--- src/rtl/pws_pkg.sv ---
package pws_pkg;
  typedef enum logic [1:0] {
    ST_IDLE  = 2'd0,
    ST_DRAIN = 2'd1,
    ST_HOLD  = 2'd2
  } pws_state_e;
endpackage

--- src/rtl/pws_addr_track.sv ---
module pws_addr_track #(
  parameter int ADDR_W = 15,
  parameter int OFF_W  = 6
) (
  input  logic                    clk,
  input  logic                    rst,
  input  logic                    busy,
  input  logic                    wr_begin,
  input  logic [ADDR_W-1:0]       wr_addr,
  input  logic                    byte_valid,
  input  logic                    stop_seen,
  output logic                    begin_acc,
  output logic                    byte_acc,
  output logic                    stop_acc,
  output logic [ADDR_W-OFF_W-1:0] page_base,
  output logic [OFF_W-1:0]        byte_off,
  output logic [ADDR_W-1:0]       cur_ptr
);
  localparam int PG_W = ADDR_W - OFF_W;

  logic              in_sess_q;
  logic [PG_W-1:0]   page_q;
  logic [OFF_W-1:0]  off_q;
  logic [ADDR_W-1:0] ptr_q;

  assign stop_acc  = stop_seen & in_sess_q & ~busy;
  assign begin_acc = wr_begin & ~busy & ~stop_acc;
  assign byte_acc  = byte_valid & in_sess_q & ~busy & ~stop_seen & ~wr_begin;

  always_ff @(posedge clk) begin
    if (rst) begin
      in_sess_q <= 1'b0;
      page_q    <= '0;
      off_q     <= '0;
      ptr_q     <= '0;
    end else if (stop_acc) begin
      in_sess_q <= 1'b0;
      ptr_q     <= {page_q, off_q};
    end else if (begin_acc) begin
      in_sess_q <= 1'b1;
      page_q    <= wr_addr[ADDR_W-1:OFF_W];
      off_q     <= wr_addr[OFF_W-1:0];
    end else if (byte_acc) begin
      off_q     <= off_q + 1'b1;
    end
  end

  assign page_base = page_q;
  assign byte_off  = off_q;
  assign cur_ptr   = ptr_q;

  // a received byte never moves the page base
  p_page_fixed_r3: assert property (@(posedge clk) disable iff (rst)
    byte_acc |=> (page_q == $past(page_q)));

  // pointer frozen across a busy period
  p_ptr_frozen_r10: assert property (@(posedge clk) disable iff (rst)
    (busy && $past(busy)) |-> $stable(ptr_q));
endmodule

--- src/rtl/pws_page_buf.sv ---
module pws_page_buf #(
  parameter int PAGE_BYTES = 64,
  parameter int OFF_W      = 6
) (
  input  logic             clk,
  input  logic             rst,
  input  logic             clr,
  input  logic             wr_en,
  input  logic [OFF_W-1:0] wr_off,
  input  logic [7:0]       wr_data,
  input  logic             rd_en,
  input  logic [OFF_W-1:0] rd_off,
  output logic [7:0]       rd_data,
  output logic             rd_valid,
  output logic [OFF_W-1:0] rd_off_q,
  output logic             has_data
);
  logic [7:0]            ram [0:PAGE_BYTES-1];
  logic [PAGE_BYTES-1:0] mask_q;

  // data store: no reset, one write port and one registered read port
  always_ff @(posedge clk) begin
    if (wr_en) ram[wr_off] <= wr_data;
    rd_data <= ram[rd_off];
  end

  always_ff @(posedge clk) begin
    if (rst || clr) begin
      mask_q <= '0;
    end else begin
      if (wr_en) mask_q[wr_off] <= 1'b1;
      if (rd_en) mask_q[rd_off] <= 1'b0;
    end
  end

  always_ff @(posedge clk) begin
    if (rst) begin
      rd_valid <= 1'b0;
      rd_off_q <= '0;
    end else begin
      rd_valid <= rd_en & mask_q[rd_off];
      rd_off_q <= rd_off;
    end
  end

  assign has_data = |mask_q;

  // a clear leaves nothing pending
  p_clear_empties_r7: assert property (@(posedge clk) disable iff (rst)
    clr |=> !has_data);
endmodule

--- src/rtl/pws_commit_ctl.sv ---
module pws_commit_ctl
  import pws_pkg::*;
#(
  parameter int ADDR_W     = 15,
  parameter int OFF_W      = 6,
  parameter int PAGE_BYTES = 64,
  parameter int CNT_W      = 20
) (
  input  logic                    clk,
  input  logic                    rst,
  input  logic                    go,
  input  logic [CNT_W-1:0]        wr_cycles,
  input  logic [ADDR_W-OFF_W-1:0] page_base,
  input  logic                    rd_valid,
  input  logic [7:0]              rd_data,
  input  logic [OFF_W-1:0]        rd_off_q,
  output logic                    rd_en,
  output logic [OFF_W-1:0]        rd_off,
  output logic                    busy,
  output logic                    mem_we,
  output logic [ADDR_W-1:0]       mem_addr,
  output logic [7:0]              mem_wdata
);
  localparam int PG_W = ADDR_W - OFF_W;
  localparam logic [CNT_W-1:0] DRAIN_CYC = CNT_W'(PAGE_BYTES + 2);
  localparam logic [OFF_W-1:0] LAST_OFF  = OFF_W'(PAGE_BYTES - 1);

  pws_state_e       state_q;
  logic [OFF_W-1:0] idx_q;
  logic [CNT_W-1:0] cnt_q;
  logic [CNT_W-1:0] limit_q;
  logic [PG_W-1:0]  cpage_q;
  logic             busy_q;

  always_ff @(posedge clk) begin
    if (rst) begin
      state_q <= ST_IDLE;
      idx_q   <= '0;
      cnt_q   <= '0;
      limit_q <= DRAIN_CYC;
      cpage_q <= '0;
      busy_q  <= 1'b0;
    end else begin
      unique case (state_q)
        ST_IDLE: begin
          if (go) begin
            state_q <= ST_DRAIN;
            idx_q   <= '0;
            cnt_q   <= CNT_W'(1);
            limit_q <= (wr_cycles < DRAIN_CYC) ? DRAIN_CYC : wr_cycles;
            cpage_q <= page_base;
            busy_q  <= 1'b1;
          end
        end
        ST_DRAIN: begin
          idx_q <= idx_q + 1'b1;
          cnt_q <= cnt_q + 1'b1;
          if (idx_q == LAST_OFF) state_q <= ST_HOLD;
        end
        ST_HOLD: begin
          if (cnt_q == limit_q) begin
            state_q <= ST_IDLE;
            busy_q  <= 1'b0;
          end else begin
            cnt_q <= cnt_q + 1'b1;
          end
        end
        default: state_q <= ST_IDLE;
      endcase
    end
  end

  assign rd_en  = (state_q == ST_DRAIN);
  assign rd_off = idx_q;
  assign busy   = busy_q;

  always_ff @(posedge clk) begin
    if (rst) begin
      mem_we    <= 1'b0;
      mem_addr  <= '0;
      mem_wdata <= '0;
    end else begin
      mem_we    <= rd_valid;
      mem_addr  <= {cpage_q, rd_off_q};
      mem_wdata <= rd_data;
    end
  end

  // array writes only happen inside the busy window
  p_we_in_busy_r6: assert property (@(posedge clk) disable iff (rst)
    mem_we |-> busy_q);

  // busy time never exceeds the latched limit
  p_busy_bound_r6: assert property (@(posedge clk) disable iff (rst)
    busy_q |-> (cnt_q <= limit_q));

  // an accepted commit raises busy on the next cycle
  p_go_busy_r6: assert property (@(posedge clk) disable iff (rst)
    go |=> busy_q);
endmodule

--- src/rtl/page_commit_seq.sv ---
module page_commit_seq #(
  parameter int ADDR_W     = 15,
  parameter int PAGE_BYTES = 64,
  parameter int CNT_W      = 20
) (
  input  logic              clk,
  input  logic              rst,
  input  logic              wr_begin,
  input  logic [ADDR_W-1:0] wr_addr,
  input  logic              byte_valid,
  input  logic [7:0]        byte_data,
  input  logic              stop_seen,
  input  logic              wp_pin,
  input  logic [CNT_W-1:0]  wr_cycles,
  output logic              mem_we,
  output logic [ADDR_W-1:0] mem_addr,
  output logic [7:0]        mem_wdata,
  output logic              busy,
  output logic [ADDR_W-1:0] cur_ptr
);
  localparam int OFF_W = $clog2(PAGE_BYTES);
  localparam int PG_W  = ADDR_W - OFF_W;

  logic             begin_acc, byte_acc, stop_acc;
  logic [PG_W-1:0]  page_base;
  logic [OFF_W-1:0] byte_off;
  logic             has_data;
  logic             rd_en, rd_valid;
  logic [OFF_W-1:0] rd_off, rd_off_q;
  logic [7:0]       rd_data;
  logic             go, discard;

  pws_addr_track #(.ADDR_W(ADDR_W), .OFF_W(OFF_W)) u_track (
    .clk(clk), .rst(rst), .busy(busy),
    .wr_begin(wr_begin), .wr_addr(wr_addr),
    .byte_valid(byte_valid), .stop_seen(stop_seen),
    .begin_acc(begin_acc), .byte_acc(byte_acc), .stop_acc(stop_acc),
    .page_base(page_base), .byte_off(byte_off), .cur_ptr(cur_ptr)
  );

  assign go      = stop_acc & has_data & ~wp_pin;
  assign discard = stop_acc & wp_pin;

  pws_page_buf #(.PAGE_BYTES(PAGE_BYTES), .OFF_W(OFF_W)) u_buf (
    .clk(clk), .rst(rst), .clr(begin_acc | discard),
    .wr_en(byte_acc), .wr_off(byte_off), .wr_data(byte_data),
    .rd_en(rd_en), .rd_off(rd_off),
    .rd_data(rd_data), .rd_valid(rd_valid), .rd_off_q(rd_off_q),
    .has_data(has_data)
  );

  pws_commit_ctl #(
    .ADDR_W(ADDR_W), .OFF_W(OFF_W), .PAGE_BYTES(PAGE_BYTES), .CNT_W(CNT_W)
  ) u_ctl (
    .clk(clk), .rst(rst), .go(go), .wr_cycles(wr_cycles),
    .page_base(page_base),
    .rd_valid(rd_valid), .rd_data(rd_data), .rd_off_q(rd_off_q),
    .rd_en(rd_en), .rd_off(rd_off), .busy(busy),
    .mem_we(mem_we), .mem_addr(mem_addr), .mem_wdata(mem_wdata)
  );

  // protected stop never starts programming
  p_wp_blocks_r7: assert property (@(posedge clk) disable iff (rst)
    (stop_acc && wp_pin) |=> !busy);

  // a stop with no collected byte leaves the block idle
  p_empty_stop_r8: assert property (@(posedge clk) disable iff (rst)
    (stop_acc && !has_data) |=> !busy);

  // committed addresses stay in the page that was opened
  p_write_in_page_r3: assert property (@(posedge clk) disable iff (rst)
    mem_we |-> (mem_addr[ADDR_W-1:OFF_W] == page_base));
endmodule

--- config.mk ---
export PLATFORM = sky130hd
export DESIGN_NAME = page_commit_seq
export DESIGN_NICKNAME = d
export VERILOG_FILES = /design/src/rtl/pws_pkg.sv /design/src/rtl/pws_addr_track.sv /design/src/rtl/pws_page_buf.sv /design/src/rtl/pws_commit_ctl.sv /design/src/rtl/page_commit_seq.sv
export SDC_FILE = /design/constraint.sdc
export NUM_CORES = 1
export LEC_CHECK = 0
export BUFFER_PORTS_ARGS = -buffer_cell sky130_fd_sc_hd__buf_2
export CAP_MARGIN = 20
export CORE_ASPECT_RATIO = 1.2
export CORE_UTILIZATION = 55
export CTS_CLUSTER_DIAMETER = 100
export DETAILED_ROUTE_END_ITERATION = 6
export GPL_ROUTABILITY_DRIVEN = 0
export HOLD_SLACK_MARGIN = 0.08
export PLACE_DENSITY = 0.77
export SLEW_MARGIN = 0
export SYNTH_ARGS = -nofsm -noshare
export SYNTH_HDL_FRONTEND = slang
export SYNTH_SLANG_ARGS = --single-unit
export TNS_END_PERCENT = 1
--- constraint.sdc ---
create_clock -name clk -period 5.6 [get_ports clk]
set_input_delay 0.84 -clock clk [delete_from_list [all_inputs] [get_ports clk]]
set_output_delay 0.84 -clock clk [all_outputs]
set_load 0.01 [all_outputs]
After elaboration in Yosys (flattened, before gate mapping)
Memories as Yosys holds them, arrays and structs flattened. A register that Yosys moved wholly into a read port is not among the register bits. Cells that the tools add are included.

Order comparisons: 5. Muxes and demuxes: 26. Reductions and logical operators: 17. Add/subtract/negate cells: 3. Bitwise operators: 21. Eq/ne operators: 8. $mul: 0. Shift-type cells: 0. Divide/modulo/power cells: 0.

Operators with widths (number): two-way mux 64 bit (3); bitwise AND 64 bit (1); inverter 64 bit (1); OR 64 bit (1); OR reduction 64 bit (1); two-way mux 20 bit (3); one-hot mux 20 bit (3 select lines) (1); adder 20 x 1 -> 20 bit, second input constant (1); == test 20 bit (1); less-than comparator 20 x 7 -> 1 bit, second input constant (1); two-way mux 6 bit (3); less-than comparator 6 x 7 -> 1 bit, second input constant (2); adder 6 x 1 -> 6 bit, second input constant (2); bitwise AND 1 bit (12); demux 1 bit (select 6 bit) (2); >= comparator 6 x 1 -> 1 bit, second input constant (2); one-hot mux 6 bit (2 select lines) (1); AND reduction 3 bit (3); AND reduction 2 bit (4); two-way mux 1 bit (7); binary-select mux 1 bit (select 6 bit) (1); == test 6 bit, second input constant (1); two-way mux 2 bit (3); one-hot mux 2 bit (3 select lines) (1); 13 further kinds (22).

Flip-flop bits (word level): 184. Memories kept: 1. ROM bits: 0. Latch bits: 0. Memory bits (writable): 512. Input bits: 49.

Memory list: u_buf.ram (words 64, bits a word 8, rd ports 1, clocked after Yosys merged registers in 1, wr ports 1, line pws_page_buf.sv:18) `logic [7:0] ram [0:PAGE_BYTES-1];`.

Logic depth before layout (Yosys ltp)
Gate-level depths: netlist of run 1.

Depth in word-level cells: 9. Mapped depth: 10. Depth with buffers taken out: 7.

Cells and area by module
A second synthesis of run 1 with hierarchy kept.

Cells, all modules: 1968. Area total of the unflattened synthesis: 28198.3 µm².

Modules (own cells, without submodules): pws_page_buf (times used 1, area an instance 23427.5 µm², cells an instance 1405); pws_commit_ctl (times used 1, area an instance 3515.9 µm², cells an instance 411); pws_addr_track (times used 1, area an instance 1237.4 µm², cells an instance 150); page_commit_seq (times used 1, area an instance 17.5 µm², cells an instance 2).

Worst setup path after synthesis of run 1
OpenSTA, ideal clock, no wires.

Path kind: input port to flip-flop. Start point: in stop_seen. End point: mem u_buf.ram[58][0] (enable). Library setup time: 0.374 ns. Data required time: 5.226 ns. Path buffers: 1. Arrival: 2.131 ns. Path slack: 3.095 ns. Stages: 6. Cell sequence: nor2_1 -> and3_1 -> clkbuf_1 -> and2_1 -> nand3_1 -> nor2_1.

Word-level cells in the longest chain between the ends: 5.

RTL lines: start, declared (line page_commit_seq.sv:12) `input logic stop_seen,`; inverter 1 bit (line pws_addr_track.sv:28) `assign byte_acc = byte_valid & in_sess_q & ~busy & ~stop_seen & ~wr_begin;`; bitwise AND 1 bit (2 in a row) (line pws_addr_track.sv:28); two-way mux 1 bit (line pws_page_buf.sv:23) `if (wr_en) ram[wr_off] <= wr_data;`; two-way mux 1 bit (implied by the code) (line pws_page_buf.sv:23); end, declared (line pws_page_buf.sv:18).

Every way passes these cells.

==> results of run 1 <==
==> cell families after synthesis <==
family,share of synthesized area
adder cells (fa/ha/maj),0.00281
multiplexers,0.0121
XOR/XNOR,0.00788
AO/OA/AOI/OAI,0.157
AND/OR/NAND/NOR,0.0762
flip-flops,0.721
buffers and inverters,0.0235
==> routing by layer <==
layer / vias up / routed length, microns
li1: 7551 / -
met1: 8676 / 26400
met2: 1345 / 34600
met3: 284 / 8540
met4: 2 / 3780
met5: - / 14
==> synthesized netlist by cell type, types with 3 or more instances <==
| library cell | number | area, sq um |
|---|---|---|
| a211oi_1 | 4 | 30.0 |
| a22o_1 | 62 | 543 |
| ha_1 | 6 | 75.1 |
| nor2_1 | 119 | 447 |
| nor4_1 | 42 | 263 |
| a22oi_1 | 165 | 1240 |
| and2_1 | 9 | 56.3 |
| nor3b_1 | 6 | 45.0 |
| o221a_2 | 56 | 631 |
| dfxtp_1 | 192 | 3840 |
| nand3_1 | 26 | 130 |
| and3_1 | 5 | 31.3 |
| inv_1 | 15 | 56.3 |
| buf_2 | 40 | 200 |
| or4_1 | 3 | 22.5 |
| o311ai_1 | 3 | 26.3 |
| a211o_1 | 8 | 70.1 |
| a21oi_1 | 44 | 220 |
| buf_1 | 23 | 86.3 |
| o221a_1 | 7 | 78.8 |
| mux2i_1 | 31 | 310 |
| o41ai_1 | 6 | 52.6 |
| o21ai_0 | 12 | 60.1 |
| nand4_1 | 27 | 169 |
| nor3_1 | 16 | 80.1 |
| or3_1 | 4 | 25.0 |
| a32o_1 | 15 | 150 |
| a221oi_1 | 63 | 552 |
| nor2b_1 | 39 | 244 |
| xor2_1 | 22 | 193 |
| nand2_1 | 92 | 345 |
| edfxtp_1 | 512 | 15400 |
| clkbuf_1 | 68 | 255 |
| nand3b_1 | 8 | 60.1 |
| a31oi_1 | 64 | 400 |
==> sequential cells by signal (all words and copies together) (netlist names), 8 cells and up <==
signal and count:
u_track.page_base 9, u_buf.rd_data 8, u_ctl.mem_addr 15, u_ctl.cnt_q 20, u_buf.mask_q 64, u_ctl.cpage_q 9, u_ctl.mem_wdata 8, u_buf.ram 512
u_track.cur_ptr 15, u_ctl.limit_q 20
==> critical path: stages (launching register included) <==
cell and delay, ns:
dfxtp_1 0.48, and3_2 0.49, buf_4 0.38, a22o_1 0.25, a221oi_1 0.26, a31oi_1 0.35, nor4_1 0.93, nand2_1 0.14
==> per-stage QoR <==
step / std cells / area, sq um / utilization / power, mW / worst slack [ns]
finish: 2593 / 29900 / 0.623 / 10.6 / 2.13
global route: 2589 / 29900 / 0.623 / 10.9 / 2.16
CTS: 2584 / 29800 / 0.620 / 10.6 / 2.28
detailed placement: 2461 / 27700 / 0.576 / 6.34 / 2.11
global placement: 2459 / 27600 / 0.575 / 6.32 / 2.07
floorplan: 1849 / 26700 / - / 6.11 / 3.10
==> worst max path at each step <==
| stage | end | slack (ns) | cells past startpoint |
|---|---|---|---|
| floorplan | u_buf.ram[58][0] | 3.10 | 6 |
| global placement | u_buf.ram[3][1] | 2.07 | 6 |
| detailed placement | u_buf.ram[3][2] | 2.11 | 6 |
| CTS | u_buf.rd_data[4] | 2.28 | 7 |
| global route | u_buf.rd_data[4] | 2.16 | 7 |
| finish | u_buf.rd_data[0] | 2.13 | 7 |
==> cell usage in the layout, fill, tap and decap left out, types with 27 or more instances in the layout <==
| cell type | count |
|---|---|
| edfxtp_1 | 512 |
| dfxtp_1 | 192 |
| a22oi_1 | 165 |
| nor2_1 | 119 |
| nand2_1 | 92 |
| buf_2 | 87 |
| clkbuf_16 | 67 |
| a31oi_1 | 64 |
| a221oi_1 | 63 |
| a22o_1 | 62 |
| o221a_2 | 56 |
| a21oi_1 | 44 |
| nor4_1 | 42 |
| nor2b_1 | 39 |
| mux2i_1 | 31 |
| nand4_1 | 27 |
==> power by group <==
group	internal, mW	total [mW]	switching, mW
Clock	2.41	4.38	1.98
Combinational	0.186	0.611	0.425
Sequential	5.61	5.65	0.0356
Total	8.20	10.6	2.44
==> area by class of cell <==
type	instances	area [sq um]
inverter	15	56.3
multi-input combinational	996	6860
sequential	704	19200
fill	3354	18100
clock inverter	36	310
antenna	4	10.0
clock buffer	87	1800
tap	630	788
timing repair buffer	121	853
==> qor.yml, run 1 <==
r2r_end: "u_buf.rd_data[0]"
drcViolationCount: 6
crit_fanout: 33
rows: 88
synth_warnings: 0
coreArea_sq_um: 48000
ctsLongestPathBuffers: 3
ctsHoldBuffers: 0
die_h_microns: 243
dr.first_iter.drc_count: 2589
grt_first_pass_wirelength_microns: 108000
clock_skew_ns: 0.0314
fmax_mhz: 288
p_per_area_nw_per_um2: 356
cts_resized: 0
path_class: "flip-flop to flip-flop"
start_util: 0.556
synth_flop_cell: "edfxtp_1"
start_kind: "flip-flop"
nets: 1960
worstMarginPinSlew_ns: 1.11
met3_usage: 0.0697
setup.reg_to_reg.worst_slack_ns: 2.13
insertion_delay_ns: 0.63
min_delay_path_depth: 1
cts_htree_levels: 3
violations: "DRC"
io_pins: 89
rsz0062_at_grt: "no"
cts.clk_slew.worst_paths_ns: 0.07
tns_ns: 0
grt_pass1_vias: 17300
power.leakage_nw: 9.66
holdWs_ns: 0.433
seq_area_frac_synth: 0.721
cts_tree: "done"
synth_cells: 1849
min_to: "u_ctl.mem_we"
min_period_ns: 3.47
dp_hpwl_microns: 44000
grt.met2_usage: 0.468
ir_drop_mv: 0.296
ctsRootBufferMaster: "clkbuf_16"
async_reset_ff_frac: 0
post_cts_buffers: 0
wl_per_cell_microns: 28.3
startpoint: "u_ctl.rd_off[2]"
max_cap_viol_count: 0
netlist-cell-type-count: 59
status: "finished with violations"
setup-violations-final: 0
synth_area_per_cell_sq_um: 14.4
ys_ff_latch: 704
grt-ovfl-total: 0
synth_edf_count: 512
vias: 17900
min_period_over_period: 0.619
drt-total-wl_microns: 73400
critPathRequiredTime_ns: 6.05
port_buffers: 88
vias_per_cell: 6.89
synth_area_sq_um: 26700
numCtsBuffers: 67
crit_arrival_ns: 3.92
cts_sinks: 704
hp-class: "flip-flop to flip-flop"
antenna_found_initial: 3
reg2reg_depth: 7
slew_headroom: 0.256
min_from: "u_buf.rd_valid"
end_kind: "flip-flop"
report.final.hold_viol_count: 0
area_delta_synth_final_pct: 12.1
gr-max-usage-layer: "met2"
layout-drive-gt1-share: 0.150
grt_max_degree: 75
die_w_microns: 203
drt_pass1_iterations: 7
syn_nets: 1904
grt_util_all_layers: 0.294
slew_violations: 0
regToRegStartpoint: "u_ctl.rd_off[2]"
dieArea_sq_um: 49400
met1_usage: 0.374
final_antenna_net_count: 0
Note: power is estimated with default switching activity, not from simulation.
==> run 2: changes to the inputs <==
- ABC_AREA: default -> 1
- PLACE_DENSITY: 0.77 -> 0.8
- clock period: 5.6 -> 3.06 ns (I/O delays scaled with it)
==> run 2 against run 1 <==
Effect of this change: final area up 6.6%; the run still ends with DRC left; clock-buffer cell count up 4; register-to-register slack worse by 1.9 ns; critical endpoint is now u_buf.rd_data[3].
==> qor.yml, run 2 <==
max_stage_delay_ns: 0.44  # -0.49 ns
hp-class: "primary input to flip-flop"
io_pins: 89  # unchanged
post_cts_buffers: 0  # unchanged
wl_met1_microns: 28000  # +6.2%
coreArea_sq_um: 50100  # +4.4%
vias_per_cell: 6.20  # -10%
report.final.hold_viol_count: 0  # unchanged
ir_drop_mv: 0.360  # +22%
wl_met3_microns: 9400  # +10%
cp_cell_sequence: "buf_4 -> nand3_2 -> inv_2 -> buf_12 -> buf_4 -> nand2_1 -> nand4_1 -> o21ai_0 -> nand2_1 -> nor2_1 -> nand2_1"
diodes: 0  # -4
rsz0062_at_grt: "no"
yosys-top-cells-count: "nand2_1 (683), edfxtp_1 (512), nor2_1 (226)"
synth_area_leaders: "edfxtp_1 (55%), dfxtp_1 (14%), nand2_1 (9.2%)"
largest_reg_flops: 512  # unchanged
violations: "DRC"
drt-total-wl_microns: 80300  # +9.4%
antenna_found_initial: 1  # -2
r2r_end: "u_buf.rd_data[3]"
grt_util_all_layers: 0.309  # +0.0148
cts_resized: 0  # unchanged
max_cap_viol_count: 0  # unchanged
grt_pass1_vias: 20700  # +20%
cts_tree: "done"
setup.reg_to_reg.worst_slack_ns: 0.25  # -1.89 ns
end_kind: "flip-flop"
grt_max_degree: 65  # -13%
crit_arrival_ns: 3.31  # -0.61 ns
regToRegStartpoint: "u_ctl.rd_off[1]"
cts_sinks: 704  # unchanged
reg2reg_depth: 11  # +4
worstMarginPinSlew_ns: 1.04  # -0.0704 ns
min_to: "u_ctl.limit_q[12]"
die_w_microns: 208  # +2.2%
dr.first_iter.drc_count: 3503  # +35%
mostFrequentLayoutCells: "nand2_1 (683), edfxtp_1 (512), nor2_1 (226), dfxtp_1 (192), o21ai_0 (153)"
slew_violations: 0  # unchanged
fmax_mhz: 355  # +23%
dr_wl_met2_microns: 37700  # +8.9%
cp_top_family: "simple AND/OR/NAND/NOR gates"
grt_first_pass_wirelength_microns: 120000  # +12%
synth_warnings: 0  # unchanged
topRoutingLayerUsed: "met5"
seq_area_frac_synth: 0.689  # -0.0312
start_util: 0.556  # +0.000761
netlist-cell-type-count: 48  # -19%
wl_per_cell_microns: 23.3  # -18%
holdWs_ns: 0.106  # -0.326 ns
ctsRootBufferMaster: "clkbuf_16"
nets: 2807  # +43%
drt_pass1_iterations: 7  # unchanged
status: "finished with violations"
crit_fanout: 24  # -27%
tns_ns: 0  # unchanged
place_inst: 3324  # +35%
synth_flop_cell: "edfxtp_1"
dieArea_sq_um: 51600  # +4.5%
critPathRequiredTime_ns: 3.55  # -2.50 ns
syn_nets: 2643  # +39%
p_per_area_nw_per_um2: 659  # +85%
slowest_stage: "nor2_1"
path_class: "flip-flop to flip-flop"
start_kind: "flip-flop"
min_delay_path_depth: 3  # +2
cts.clk_slew.worst_paths_ns: 0.06  # about the same
die_h_microns: 249  # +2.2%
area_delta_synth_final_pct: 14.3
vias: 21400  # +20%
final_common_cell: "nand2_1"
dp_hpwl_microns: 51000  # +16%
min_from: "wr_cycles[12]"
numCtsBuffers: 69  # +3.0%
synth_top_area_frac: 0.551  # -0.0250
drcViolationCount: 5  # -1
synth_edf_count: 512  # unchanged
cts_htree_levels: 3  # unchanged
min_period_ns: 2.81  # -0.654 ns
insertion_delay_ns: 0.63  # about the same
synth_cells: 2588  # +40%
setup-violations-final: 0  # unchanged
yosysMostFrequentCell: "nand2_1"
clock_skew_ns: 0.0354  # +0.00392 ns
crit_path_frequent_cell: "nand2_1"
synth_area_per_cell_sq_um: 10.8  # -25%
async_reset_ff_frac: 0  # unchanged
synth_area_sq_um: 27900  # +4.5%
ctsLongestPathBuffers: 3  # unchanged
port_buffers: 88  # unchanged
grt-ovfl-total: 0  # unchanged
top_register: "u_buf.ram"
finalNonFillerCells: 3450  # +33%
slew_headroom: 0.303  # +0.0471
final_antenna_net_count: 0  # unchanged
synth_top_area_cell: "edfxtp_1"
power.leakage_nw: 11.6  # +21%
layout-drive-gt1-share: 0.126  # -0.0243
min_period_over_period: 0.920  # +0.300
rows: 90  # +2.3%
biggestRegsByFlops: "u_buf.ram x512, u_buf.mask_q x64"
ys_ff_latch: 704  # unchanged
crit_buf_inv: 4  # +3
## run 2: changes by cell type after synthesis, moves of 58 or more
| cell | change |
|---|---|
| nand2_1 | +591 |
| o21ai_0 | +141 |
| a22oi_1 | -107 |
| inv_1 | +129 |
| a221oi_1 | -61 |
| nor2_1 | +107 |
| nand4_1 | +58 |
| nand3_1 | +68 |
| a21oi_1 | +103 |
## run 2: what timing repair did
action / 4_1_cts / 5_1_grt
hold endpoints to repair: 1 / 0
hold buffers: 1 / 0
endpoints found under the setup margin: 0 / 0
## run 2: final cells by class
cell class                 count  area, sq um
fill                        3577        18200
clock inverter                34          307
sequential                   704        19200
timing repair buffer         214         1580
multi-input combinational   1600         7430
clock buffer                  91         1910
inverter                     163          617
tap                          644          806
## run 2: how the worst max path moves through the flow
stage | from | end | slack [ns] | cells after the start
floorplan | stop_seen | u_buf.ram[29][0] | 1.03 | 4
global placement | u_ctl.rd_off[1] | u_buf.rd_data[1] | 0.40 | 11
detailed placement | u_ctl.rd_off[1] | u_buf.rd_data[1] | 0.39 | 11
CTS | u_ctl.rd_off[1] | u_buf.rd_data[1] | 0.39 | 11
global route | u_ctl.rd_off[1] | u_buf.rd_data[1] | 0.23 | 11
finish | u_ctl.rd_off[1] | u_buf.rd_data[3] | 0.25 | 11
## run 2: layer usage
metal  GRT usage  up-vias
met2       0.505     1608
li1            -     9311
met4       0.194        2
met3      0.0739      349
met5           0        -
met1       0.370    10100
## run 2: logic make-up after synthesis
group | Yosys count | share of synthesized area
compound gates | 442 | 0.0886
fa+ha+maj | 6 | 0.00269
buf+inv | 284 | 0.0449
xor+xnor | 9 | 0.00283
flops | 704 | 0.689
simple gates | 1143 | 0.172
## run 2: through the flow
step / cell area (sq um) / util / power, mW / setup WS (ns)
after floorplan: 27900 / - / 12.0 / 1.03
after global placement: 29600 / 0.591 / 12.7 / 0.402
after detailed placement: 29600 / 0.591 / 12.7 / 0.393
after CTS: 31900 / 0.636 / 21.0 / 0.387
after global routing: 31900 / 0.636 / 21.5 / 0.232
final: 31900 / 0.636 / 21.0 / 0.245
## run 2: power breakdown
part | switching (mW) | internal (mW) | leakage (nW)
clock network | 3.59 | 4.77 | 1.09
registers | 0.124 | 10.3 | 6.16
logic | 1.57 | 0.586 | 4.40
total | 5.29 | 15.7 | 11.6
## run 2: worst register-to-register path, cell delays in order (launching register included)
cell and delay, ns:
dfxtp_1 0.38, buf_4 0.20, nand3_2 0.17, inv_2 0.19, buf_12 0.23, buf_4 0.20, nand2_1 0.08, nand4_1 0.19
o21ai_0 0.32, nand2_1 0.19, nor2_1 0.44, nand2_1 0.10
